`src/rtl/gpioic_pkg.sv`:
```
package gpioic_pkg;

  typedef enum logic [1:0] {
    DET_LEVEL = 2'd0,
    DET_RISE  = 2'd1,
    DET_FALL  = 2'd2,
    DET_BOTH  = 2'd3
  } det_e;

  typedef enum logic [1:0] {
    OFS_PAD  = 2'd0,
    OFS_LVL  = 2'd1,
    OFS_ICFG = 2'd2,
    OFS_STAT = 2'd3
  } ofs_e;

  // Pad settings word, bits 9:0
  typedef struct packed {
    logic       oe;
    logic [2:0] drv;
    logic [3:0] func;
    logic [1:0] pull;
  } padcfg_t;

  // Interrupt setup word, bits 8:0
  typedef struct packed {
    logic       dconn;
    logic [2:0] tgt;
    logic       stat_en;
    det_e       det;
    logic       pol;
    logic       en;
  } icfg_t;

  localparam logic [2:0] TGT_NONE = 3'd7;
  localparam logic [8:0] ICFG_RST = {1'b0, TGT_NONE, 1'b0, 2'd0, 1'b0, 1'b0};

  // Trigger evaluation: both samples are seen through the polarity first.
  function automatic logic det_fire(det_e det, logic pol, logic cur, logic prv);
    logic a;
    logic b;
    a = pol ? cur : ~cur;
    b = pol ? prv : ~prv;
    case (det)
      DET_LEVEL: det_fire = a;
      DET_RISE:  det_fire = a & ~b;
      DET_FALL:  det_fire = ~a & b;
      default:   det_fire = a ^ b;
    endcase
  endfunction

  function automatic logic tgt_hits(logic [2:0] tgt, logic [2:0] line);
    tgt_hits = (tgt != TGT_NONE) && (tgt == line);
  endfunction

endpackage

```
`src/rtl/gpioic_sync.sv`:
```
module gpioic_sync #(
  parameter int W = 4
) (
  input  logic         clk,
  input  logic         rst_n,
  input  logic [W-1:0] d,
  output logic [W-1:0] q
);
  logic [W-1:0] stage1;

  always_ff @(posedge clk or negedge rst_n) begin
    if (!rst_n) begin
      stage1 <= '0;
      q      <= '0;
    end else begin
      stage1 <= d;
      q      <= stage1;
    end
  end
endmodule

```
`src/rtl/gpioic_pin.sv`:
```
module gpioic_pin
  import gpioic_pkg::*;
(
  input  logic        clk,
  input  logic        rst_n,
  input  logic        pad_s,
  input  logic        wr_en,
  input  ofs_e        wr_ofs,
  input  logic [31:0] wr_data,
  input  ofs_e        rd_ofs,
  output logic [31:0] rd_word,
  output padcfg_t     padcfg,
  output logic        out_val,
  output icfg_t       icfg,
  output logic        status,
  output logic        trig,
  output logic        clr,
  output logic        irq
);
  logic prev;
  logic pending;

  assign trig = det_fire(icfg.det, icfg.pol, pad_s, prev);
  assign clr  = wr_en && (wr_ofs == OFS_STAT) && !wr_data[0];
  assign irq  = icfg.en & pending;

  always_ff @(posedge clk or negedge rst_n) begin
    if (!rst_n) begin
      prev    <= 1'b0;
      padcfg  <= '0;
      out_val <= 1'b0;
      icfg    <= icfg_t'(ICFG_RST);
    end else begin
      prev <= pad_s;
      if (wr_en && wr_ofs == OFS_PAD)  padcfg  <= padcfg_t'(wr_data[9:0]);
      if (wr_en && wr_ofs == OFS_LVL)  out_val <= wr_data[1];
      if (wr_en && wr_ofs == OFS_ICFG) icfg    <= icfg_t'(wr_data[8:0]);
    end
  end

  // Status latch and pending interrupt are gated separately.
  always_ff @(posedge clk or negedge rst_n) begin
    if (!rst_n) begin
      status  <= 1'b0;
      pending <= 1'b0;
    end else begin
      if (trig && icfg.stat_en) status <= 1'b1;
      else if (clr)             status <= 1'b0;
      if (trig && icfg.en)      pending <= 1'b1;
      else if (clr)             pending <= 1'b0;
    end
  end

  always_comb begin
    case (rd_ofs)
      OFS_PAD:  rd_word = {22'd0, padcfg};
      OFS_LVL:  rd_word = {30'd0, out_val, pad_s};
      OFS_ICFG: rd_word = {23'd0, icfg};
      default:  rd_word = {31'd0, status};
    endcase
  end
endmodule

```
`src/rtl/gpioic_route.sv`:
```
module gpioic_route
  import gpioic_pkg::*;
#(
  parameter int N_PINS = 4,
  parameter int N_TGT  = 4
) (
  input  logic [N_PINS-1:0]   irq,
  input  logic [3*N_PINS-1:0] tgt,
  output logic [N_TGT-1:0]    line
);
  for (genvar t = 0; t < N_TGT; t++) begin : g_line
    always_comb begin
      line[t] = 1'b0;
      for (int p = 0; p < N_PINS; p++) begin
        if (irq[p] && tgt_hits(tgt[3*p +: 3], 3'(t))) line[t] = 1'b1;
      end
    end
  end
endmodule

```
`src/rtl/gpioic_top.sv`:
```
module gpioic_top
  import gpioic_pkg::*;
#(
  parameter int N_PINS = 4,
  parameter int N_TGT  = 4,
  parameter int ADDR_W = 8
) (
  input  logic                clk,
  input  logic                rst_n,
  input  logic                bus_sel,
  input  logic                bus_wr,
  input  logic [ADDR_W-1:0]   bus_addr,
  input  logic [31:0]         bus_wdata,
  output logic [31:0]         bus_rdata,
  output logic                bus_rvalid,
  input  logic [N_PINS-1:0]   pad_in,
  output logic [N_PINS-1:0]   pad_out,
  output logic [N_PINS-1:0]   pad_oe,
  output logic [2*N_PINS-1:0] pad_pull,
  output logic [4*N_PINS-1:0] pad_func,
  output logic [3*N_PINS-1:0] pad_drv,
  output logic [N_PINS-1:0]   pin_irq,
  output logic [N_TGT-1:0]    tgt_irq
);
  localparam int IDX_W = ADDR_W - 4;

  logic [IDX_W-1:0]    pin_idx;
  ofs_e                ofs;
  logic                hit;
  logic [N_PINS-1:0]   pad_s;
  logic [N_PINS-1:0]   pin_trig;
  logic [N_PINS-1:0]   pin_clr;
  logic [N_PINS-1:0]   pin_stat;
  logic [N_PINS-1:0]   pin_rse;
  logic [N_PINS-1:0]   pin_en;
  logic [3*N_PINS-1:0] pin_tgt;
  logic [31:0]         rd_words [N_PINS];
  logic [31:0]         rd_mux;

  assign pin_idx = bus_addr[ADDR_W-1:4];
  assign ofs     = ofs_e'(bus_addr[3:2]);
  assign hit     = (32'(pin_idx) < N_PINS);

  gpioic_sync #(.W(N_PINS)) u_sync (
    .clk(clk), .rst_n(rst_n), .d(pad_in), .q(pad_s)
  );

  for (genvar i = 0; i < N_PINS; i++) begin : g_pin
    padcfg_t pc;
    icfg_t   ic;
    logic    wen;

    assign wen = bus_sel && bus_wr && hit && (32'(pin_idx) == i);

    gpioic_pin u_pin (
      .clk(clk), .rst_n(rst_n), .pad_s(pad_s[i]),
      .wr_en(wen), .wr_ofs(ofs), .wr_data(bus_wdata),
      .rd_ofs(ofs), .rd_word(rd_words[i]),
      .padcfg(pc), .out_val(pad_out[i]), .icfg(ic),
      .status(pin_stat[i]), .trig(pin_trig[i]), .clr(pin_clr[i]),
      .irq(pin_irq[i])
    );

    assign pad_oe[i]           = pc.oe;
    assign pad_pull[2*i +: 2]  = pc.pull;
    assign pad_func[4*i +: 4]  = pc.func;
    assign pad_drv[3*i +: 3]   = pc.drv;
    assign pin_tgt[3*i +: 3]   = ic.tgt;
    assign pin_rse[i]          = ic.stat_en;
    assign pin_en[i]           = ic.en;
  end

  gpioic_route #(.N_PINS(N_PINS), .N_TGT(N_TGT)) u_route (
    .irq(pin_irq), .tgt(pin_tgt), .line(tgt_irq)
  );

  always_comb begin
    rd_mux = '0;
    for (int i = 0; i < N_PINS; i++) begin
      if (hit && 32'(pin_idx) == i) rd_mux = rd_words[i];
    end
  end

  always_ff @(posedge clk or negedge rst_n) begin
    if (!rst_n) begin
      bus_rdata  <= '0;
      bus_rvalid <= 1'b0;
    end else begin
      bus_rvalid <= bus_sel && !bus_wr;
      if (bus_sel && !bus_wr) bus_rdata <= rd_mux;
    end
  end
endmodule

```
`config.mk`:
```
export PLATFORM = sky130hd
export DESIGN_NAME = gpioic_top
export DESIGN_NICKNAME = d
export VERILOG_FILES = /design/src/rtl/gpioic_pkg.sv /design/src/rtl/gpioic_sync.sv /design/src/rtl/gpioic_pin.sv /design/src/rtl/gpioic_route.sv /design/src/rtl/gpioic_top.sv
export SDC_FILE = /design/constraint.sdc
export NUM_CORES = 1
export LEC_CHECK = 0
export BUFFER_PORTS_ARGS = -buffer_cell sky130_fd_sc_hd__buf_4
export CORE_ASPECT_RATIO = 1.2
export CORE_MARGIN = 2
export CORE_UTILIZATION = 58
export DETAILED_ROUTE_END_ITERATION = 16
export PLACE_DENSITY = 0.88
export SLEW_MARGIN = 30
export SYNTH_ARGS = -nofsm -noshare
export SYNTH_HDL_FRONTEND = slang
export SYNTH_SLANG_ARGS = --single-unit
```
`constraint.sdc`:
```
create_clock -name clk -period 4.9 [get_ports clk]
set_input_delay 0.98 -clock clk [delete_from_list [all_inputs] [get_ports clk]]
set_output_delay 0.98 -clock clk [all_outputs]
set_load 0.02 [all_outputs]
```
==> reports/qor.yml, run 1 <==
r2r_start: "g_pin[2].u_pin.icfg[1]"
rsz0062_at_grt: "false"
ys_ff_latch: 111
htree_levels: 3
finalHoldViolations: 0
cap_violations: 0
portBuffers: 86
synthDistinctLibCells: 42
dpl.hpwl_mm: 9.20
hold_slack_ps: 350
whs_path_depth: 0
diodes: 0
worstMarginPinSlew_ps: 829
grt_max_degree: 78
powerDensity_nw_per_um2: 337
antenna_found_initial: 0
clk_latency_ps: 350
synth_edf_count: 0
core_area_um2: 9420
first_pass_iters: 5
wl_per_cell_um: 19.8
final_cell_area_um2: 6430
wirelength_mm: 12.9
period_share_pct: 57.2
cts_root_buf: "clkbuf_16"
p_leak_nw: 3.14
synth-seq-area-share_pct: 50.1
gp_congestion: 0.964
slew_violations: 0
crit_type: "flip-flop to output port"
die_h_um: 111
start_util_pct: 59.2
cts_tree: "done"
drcViolationCount: 0
cts.clk_slew.worst_paths_ps: 70
postSynthCellCount: 450
status: "finished clean"
setup.worst_path.end_class: "output port"
grt_pass1_vias: 3923
relSlewSlack_pct: 44.3
grt_pass1_wl_mm: 20.7
cts_sinks: 111
min_path_type: "flip-flop to flip-flop"
ys.flop_type: "dfrtp_1"
synth_top_area_share_pct: 44.4
fin_worst_skew_ps: 10.9
synth_area_leader_cell: "dfrtp_1"
cp-startpoint: "g_pin[1].u_pin.icfg[7]"
drtIter0Drc: 343
via_count: 3919
cts_setup_buffers: 0
vias_per_cell: 6.03
dpl_cell_area_um2: 6160
chipWidth_um: 93.5
drive_above_1_share_pct: 40.8
ys_top_cells_by_area: "dfrtp_1, mux2_2, dfstp_2"
fp-row-count: 39
tns_ps: 0
setup_violations: 0
rr_worst_depth: 6
postSynth.asyncResetShare_pct: 100
worstSetupStartpointType: "flip-flop"
cts_buffers: 9
nets: 578
synth.top_cells.by_count: "dfrtp_1, mux2_2, buf_4, nand2_1, nor3_1"
fill_cells: 641
yosys_warnings: 0
holdCritStartpoint: "u_sync.stage1[1]"
grt_overflow: 0
ant_nets: 0
ios: 133
hold_buffers: 0
netlist_area_um2: 5580
min_period_ps: 2800
fmax_ghz: 0.357
cts_resized: 0
grt_use_total_pct: 25.6
avgSynthCellArea_um2: 12.4
peakVddDrop_uv: 242
required_ps: 3920
clockBufferDepth: 2
die-area_um2: 10400
arrival_ps: 1820
critPathMaxFanout: 4
syn_to_final_growth_pct: 15.3
yosysMostFrequentCell: "dfrtp_1"
## critical path, stage by stage, from the launching register on
cell	delay (ps)
dfstp_2	550
nand3b_1	190
nor3_1	60
or4_1	480
buf_4	180
## sequential cells by signal, indices dropped and copies added, names as in the netlist
signal               count
g_pin.u_pin.icfg        36
bus_rvalid               1
u_sync.stage1            4
g_pin.u_pin.status       4
u_sync.q                 4
g_pin.u_pin.out_val      4
bus_rdata               10
g_pin.u_pin.prev         4
g_pin.u_pin.padcfg      40
g_pin.u_pin.pending      4
## routing by layer
metal  track usage (%)  part of all wire (%)
met5                 0                     0
met3              5.35                   6.4
met2              38.8                    49
met4              13.1                   3.4
met1              35.1                    41
## cells in the final DEF, fill, tap and decap left out, types with 4 or more instances in the layout
master,count
dfstp_2,12
o21ai_0,7
nor2b_1,4
inv_1,19
nand3_1,5
a22o_1,8
nand2_1,29
nor3_1,26
nand2b_1,4
nor4_1,5
mux4_2,8
xnor2_1,8
conb_1,22
ha_1,8
mux2i_1,24
mux2_2,88
dfrtp_1,99
nor2_1,10
clkbuf_16,9
buf_4,86
a2111oi_0,10
## report_power, final
group,switching [mW],internal (mW)
Combinational,0.211,0.186
Sequential,0.0859,1.02
Clock,0.327,0.342
Total,0.624,1.54
## kinds of logic after synthesis
| group | share of synthesized area, % |
|---|---|
| AO/OA/AOI/OAI | 5.32 |
| XOR/XNOR | 1.26 |
| adder cells (fa/ha/maj) | 1.80 |
| buffers and inverters | 6.73 |
| flip-flops | 50.1 |
| multiplexers | 25.3 |
| other | 0.0673 |
| AND/OR/NAND/NOR | 9.43 |
## layout make-up
cell class | instances | area [um^2] | share of cell area, %
Tap cell | 123 | 154 | 2.39
Inverter | 19 | 71.3 | 1.11
Sequential cell | 111 | 2790 | 43.4
Multi-Input combinational cell | 294 | 2490 | 38.7
Clock buffer | 10 | 229 | 3.56
Timing Repair Buffer | 87 | 657 | 10.2
Clock inverter | 6 | 37.5 | 0.584
## per-stage QoR
| step | power [mW] | setup WS (ps) | util [%] | instances |
|---|---|---|---|---|
| floorplan | 1.36 | 2590 | - | 471 |
| global placement | 1.48 | 2060 | 65.4 | 634 |
| detailed placement | 1.51 | 1970 | 65.4 | 634 |
| CTS | 2.17 | 2100 | 68.2 | 650 |
| global route | 2.25 | 2050 | 68.2 | 650 |
| finish | 2.17 | 2100 | 68.2 | 650 |
## worst paths after layout
path,to,slack [ps]
worst min-delay path,u_sync.q[1],350
worst max-delay path,tgt_irq[0],2100
worst max register to register,g_pin[2].u_pin.status,2940
worst min register to register,u_sync.q[1],350
max in group asynchronous,g_pin[2].u_pin.icfg[5],3320
min in group asynchronous,g_pin[3].u_pin.padcfg[1],630
No activity file was read; power rests on OpenSTA's default activity.
==> inputs of run 2 (changes only) <==
CORE_UTILIZATION = 49   (was 58)
PLACE_DENSITY = 0.8   (was 0.88)
clock period = 2.55 ns   (was 4.9 ns; I/O delays follow)
==> reports/qor.yml, run 2 (same netlist as run 1, synthesis figures left out) <==
slowest_stage: "dfstp_2"  # unchanged
ant_nets: 0  # unchanged
grt_use_total_pct: 22.7  # was 25.6%
powerDensity_nw_per_um2: 640  # was 337 nW/um^2
cts_tree: "done"  # unchanged
min_period_ps: 2330
hold_buffers: 0  # unchanged
die_h_um: 121  # was 111 um
top_register: "g_pin.u_pin.padcfg"  # unchanged
crit_type: "flip-flop to output port"  # unchanged
final_cell_area_um2: 6610  # was 6430 um^2
cts_resized: 0  # unchanged
setup.worst_path.end_class: "output port"  # unchanged
critPathMaxStageDelay_ps: 550  # about the same
setup_ws_ps: 220  # was 2100 ps
cts.clk_slew.worst_paths_ps: 70  # about the same
grt_pass1_vias: 3955  # was 3923
tns_ps: 0  # unchanged
cts_buffers: 9  # unchanged
grt_pass1_wl_mm: 21.1  # was 20.7 mm
core_area_um2: 11100  # was 9420 um^2
start_util_pct: 50.3  # was 59.2%
fp-row-count: 42  # was 39
period_share_pct: 91.4
critPathMaxFanout: 4  # unchanged
htree_levels: 3  # unchanged
largestRegisters: "g_pin.u_pin.padcfg x40, g_pin.u_pin.icfg x36, bus_rdata x10"  # unchanged
clk_latency_ps: 350  # about the same
p_leak_nw: 3.23  # was 3.14 nW
via_count: 3890  # was 3919
cts_setup_buffers: 0  # unchanged
drcViolationCount: 0  # unchanged
dpl_worst_slack_ps: 197  # was 1970 ps
antenna_found_initial: 0  # unchanged
first_pass_iters: 8  # was 5
crit_buf_inv: 1  # unchanged
nets: 592  # was 578
worstMarginPinSlew_ps: 616  # was 829 ps
rsz0062_at_grt: "false"  # unchanged
cap_violations: 0  # unchanged
portBuffers: 86  # unchanged
grt_max_degree: 49  # was 78
diodes: 0  # unchanged
min_path_type: "primary input to async pin"  # was flip-flop to flip-flop
cts_sinks: 111  # unchanged
die-area_um2: 12300  # was 10400 um^2
relSlewSlack_pct: 57.9  # was 44.3%
vias_per_cell: 5.60  # was 6.03
ios: 133  # unchanged
slew_violations: 0  # unchanged
dpl_cell_area_um2: 6330  # was 6160 um^2
path_cells: "nand3b_1 > nor3_1 > or4_1 > buf_4"  # unchanged
syn_to_final_growth_pct: 18.6  # was 15.3%
fill_cells: 882  # was 641
fmax_ghz: 0.429
required_ps: 2040  # was 3920 ps
wirelength_mm: 13.2  # was 12.9 mm
dpl.hpwl_mm: 9.72  # was 9.20 mm
finalNonFillerCells: 695  # was 650
drive_above_1_share_pct: 42.1  # was 40.8%
placedCellCount: 679  # was 634
critical-path-top-delay-family: "simple AND/OR/NAND/NOR gates"  # unchanged
largest_register_ffs: 40  # unchanged
drtIter0Drc: 361  # was 343
cts_root_buf: "clkbuf_16"  # unchanged
gp_congestion: 0.897  # was 0.964
post-route-util_pct: 59.6  # was 68.2%
setup_violations: 0  # unchanged
chipWidth_um: 101  # was 93.5 um
grt_overflow: 0  # unchanged
finalHoldViolations: 0  # unchanged
clockBufferDepth: 2  # unchanged
status: "finished clean"  # unchanged
arrival_ps: 1820  # about the same
peakVddDrop_uv: 292  # was 242 uV
wl_per_cell_um: 19.0  # was 19.8 um
worstSetupStartpointType: "flip-flop"  # unchanged
fin_worst_skew_ps: 7.76  # was 10.9 ps
most-common-layout-cells: "dfrtp_1, buf_4, mux2_2, nand2_1, nor3_1"  # was dfrtp_1, mux2_2, buf_4, nand2_1, nor3_1
[run 2: changes by cell type in the layout (fill, tap and decap cells not counted)]
cell / previous run / this run
buf_12: 0 / 2
buf_4: 86 / 99
buf_6: 1 / 0
clkbuf_1: 1 / 2
clkbuf_8: 0 / 3
clkinv_2: 3 / 1
clkinv_4: 0 / 1
clkinvlp_4: 3 / 0
[run 2: final timing paths]
| kind | startpoint | cells after the start | slack [ps] | end |
|---|---|---|---|---|
| min in group clk | pad_in[3] | 1 | 270 | u_sync.stage1[3] |
| min | rst_n | 1 | 110 | bus_rdata[1] |
| max in group asynchronous | rst_n | 2 | 1680 | g_pin[0].u_pin.padcfg[8] |
| min reg2reg | u_sync.stage1[3] | 0 | 360 | u_sync.q[3] |
| max reg2reg | g_pin[2].u_pin.icfg[1] | 6 | 570 | g_pin[2].u_pin.pending |
| max | g_pin[1].u_pin.icfg[7] | 4 | 220 | tgt_irq[0] |
[run 2: cell type report]
cell class	instances	area, um^2	share of cell area (%)
timing repair buffer	101	783	11.8
sequential	111	2790	42.2
clock inverter	2	13.8	0.208
multi-input combinational	294	2490	37.6
tap	154	193	2.91
inverter	19	71.3	1.08
clock buffer	14	274	4.14
[run 2: metrics by stage]
step | hold WS [ps] | total power, mW
floorplan | 214 | 2.61
global placement | 334 | 2.87
detailed placement | 343 | 2.91
CTS | 124 | 4.27
global route | 147 | 4.41
finish | 111 | 4.24
[run 2: per-layer routing]
metal  vias to the layer above  global-route usage [%]  wire [um]
met3                        24                    3.28        625
met2                       136                    37.3       6800
met5                         -                       0          0
li1                       1756                       -          -
met1                      1974                    30.5       5540
met4                         0                    8.61        236
[run 2: where the power goes]
| group | leakage [nW] | internal, mW | switching [mW] |
|---|---|---|---|
| combinational | 1.66 | 0.366 | 0.406 |
| clock | 0.143 | 0.745 | 0.606 |
| sequential | 1.43 | 1.95 | 0.159 |
==> inputs of run 3 (changes only) <==
RECOVER_POWER = 50   (was not set)
==> reports/qor.yml, run 3 (same netlist as run 1, synthesis figures left out) <==
post-route-util_pct: 59.0  # was 59.6%
min_path_type: "primary input to flip-flop"  # was primary input to async pin
top_register: "g_pin.u_pin.padcfg"  # unchanged
fp-row-count: 42  # unchanged
largest_register_ffs: 40  # unchanged
largestRegisters: "g_pin.u_pin.padcfg x40, g_pin.u_pin.icfg x36, bus_rdata x10"  # unchanged
cts.clk_slew.worst_paths_ps: 70  # about the same
syn_to_final_growth_pct: 17.3  # was 18.6%
grt_pass1_wl_mm: 21.1  # unchanged
clockBufferDepth: 2  # unchanged
finalHoldViolations: 0  # unchanged
setup_violations: 0  # unchanged
hold_buffers: 0  # unchanged
htree_levels: 3  # unchanged
first_pass_iters: 5  # was 8
peakVddDrop_uv: 293  # was 292 uV
diodes: 0  # unchanged
cts_setup_buffers: 0  # unchanged
path_cells: "nand3b_1 > nor3_1 > or4_1 > buf_4"  # unchanged
placedCellCount: 679  # unchanged
p_sw_share_pct: 27.7  # was 27.6%
via_count: 3851  # was 3890
most-common-layout-cells: "dfrtp_1, mux2_2, buf_4, nand2_1, nor3_1"  # was dfrtp_1, buf_4, mux2_2, nand2_1, nor3_1
drive_above_1_share_pct: 38.4  # was 42.1%
status: "complete, but fails checks"  # was finished clean
crit_buf_inv: 1  # unchanged
clkPwrFrac_pct: 32.0  # was 31.9%
arrival_ps: 1820  # about the same
fill_cells: 899  # was 882
dpl_cell_area_um2: 6330  # unchanged
seqPwrFrac_pct: 50.1  # was 49.9%
grt_max_degree: 49  # unchanged
gp_congestion: 0.897  # unchanged
final_common_cell: "dfrtp_1"
nets: 592  # unchanged
violations: "capacitance limit, slew limit"
grt_use_total_pct: 22.7  # unchanged
start_util_pct: 50.3  # unchanged
setup.worst_path.end_class: "output port"  # unchanged
grt_overflow: 0  # unchanged
fmax_ghz: 0.430  # was 0.429 GHz
final_cell_area_um2: 6540  # was 6610 um^2
min_period_ps: 2330  # about the same
combPwrFrac_pct: 18.0  # was 18.2%
holdCritStartpoint: "pad_in[1]"
cap_violations: 1  # was 0
ios: 133  # unchanged
core_area_um2: 11100  # unchanged
critPathMaxFanout: 4  # unchanged
cts_tree: "done"  # unchanged
period_share_pct: 91.2  # was 91.4%
slew_violations: 35  # was 0
fin_worst_skew_ps: 8.67  # was 7.76 ps
finalNonFillerCells: 695  # unchanged
crit_type: "flip-flop to output port"  # unchanged
wl_per_cell_um: 19.0  # about the same
chipWidth_um: 101  # unchanged
power_mw: 4.22  # was 4.24 mW
portBuffers: 86  # unchanged
setup_ws_ps: 224  # was 220 ps
netSwitchingPower_mw: 1.17  # about the same
cts_sinks: 111  # unchanged
wirelength_mm: 13.2  # about the same
slowest_stage: "dfstp_2"  # unchanged
cts_resized: 0  # unchanged
worstMarginPinSlew_ps: 1900  # was 616 ps
clk_latency_ps: 350  # about the same
rsz0062_at_grt: "false"  # unchanged
cp-startpoint: "g_pin[1].u_pin.icfg[7]"  # unchanged
die-area_um2: 12300  # unchanged
p_int_mw: 3.05  # was 3.06 mW
cts_buffers: 9  # unchanged
r2r_start: "g_pin[2].u_pin.icfg[1]"  # unchanged
worstSetupStartpointType: "flip-flop"  # unchanged
cts_root_buf: "clkbuf_16"  # unchanged
p_leak_nw: 3.15  # was 3.23 nW
antenna_found_initial: 0  # unchanged
dpl.hpwl_mm: 9.72  # unchanged
grt_pass1_vias: 3955  # unchanged
drtIter0Drc: 336  # was 361
vias_per_cell: 5.54  # was 5.60
die_h_um: 121  # unchanged
hold_slack_ps: 288  # was 111 ps
required_ps: 2040  # about the same
powerDensity_nw_per_um2: 646  # was 640 nW/um^2
critPathMaxStageDelay_ps: 540  # was 550 ps
dpl_worst_slack_ps: 197  # unchanged
critical-path-top-delay-family: "simple AND/OR/NAND/NOR gates"  # unchanged
tns_ps: 0  # unchanged
relSlewSlack_pct: -26.5  # was 57.9%
drcViolationCount: 0  # unchanged
ant_nets: 0  # unchanged
==> run 3: changes by cell type in the layout (fill, tap and decap cells not counted), sizes merged <==
cell    previous run  this run
clkbuf            14        38
buf              101        77
==> run 3: path summary, 6_finish.rpt <==
check	end	slack [ps]	depth (start not counted)
setup reg to reg	g_pin[2].u_pin.pending	570	6
min in group asynchronous	bus_rdata[1]	680	1
setup / recovery	tgt_irq[0]	220	4
hold / removal	u_sync.stage1[1]	290	1
max in group asynchronous	g_pin[0].u_pin.padcfg[8]	600	2
hold reg to reg	u_sync.q[1]	360	0
==> run 3: power groups by stage <==
stage | logic (mW) | registers (mW) | clock network [mW]
global placement | 0.745 | 2.13 | 0
CTS | 0.777 | 2.11 | 1.38
floorplan | 0.454 | 2.16 | 0
finish | 0.758 | 2.11 | 1.35
global route | 0.822 | 2.13 | 1.44
detailed placement | 0.773 | 2.14 | 0
==> run 3: layer usage <==
layer  vias to the layer above  wire, um  GRT usage, %
li1                       1751         -             -
met1                      1940      5590          30.5
met5                         -         0             0
met4                         0       243          8.61
met2                       139      6760          37.3
met3                        21       620          3.28
==> run 3: area by class of cell <==
cell class,instances,area [um^2],share of cell area [%]
tap,154,193,2.95
clock inverter,2,13.8,0.210
multi-input combinational,294,2490,38.0
inverter,19,71.3,1.09
clock buffer,14,274,4.19
sequential,111,2790,42.7
timing repair buffer,101,708,10.8
==> run 3: worst register-to-register path, cell delays in order (launching register included) <==
cell     delay (ps)
dfrtp_1         420
xnor2_1         310
inv_1            90
ha_1            290
inv_1            40
mux4_2          470
a22o_1          250
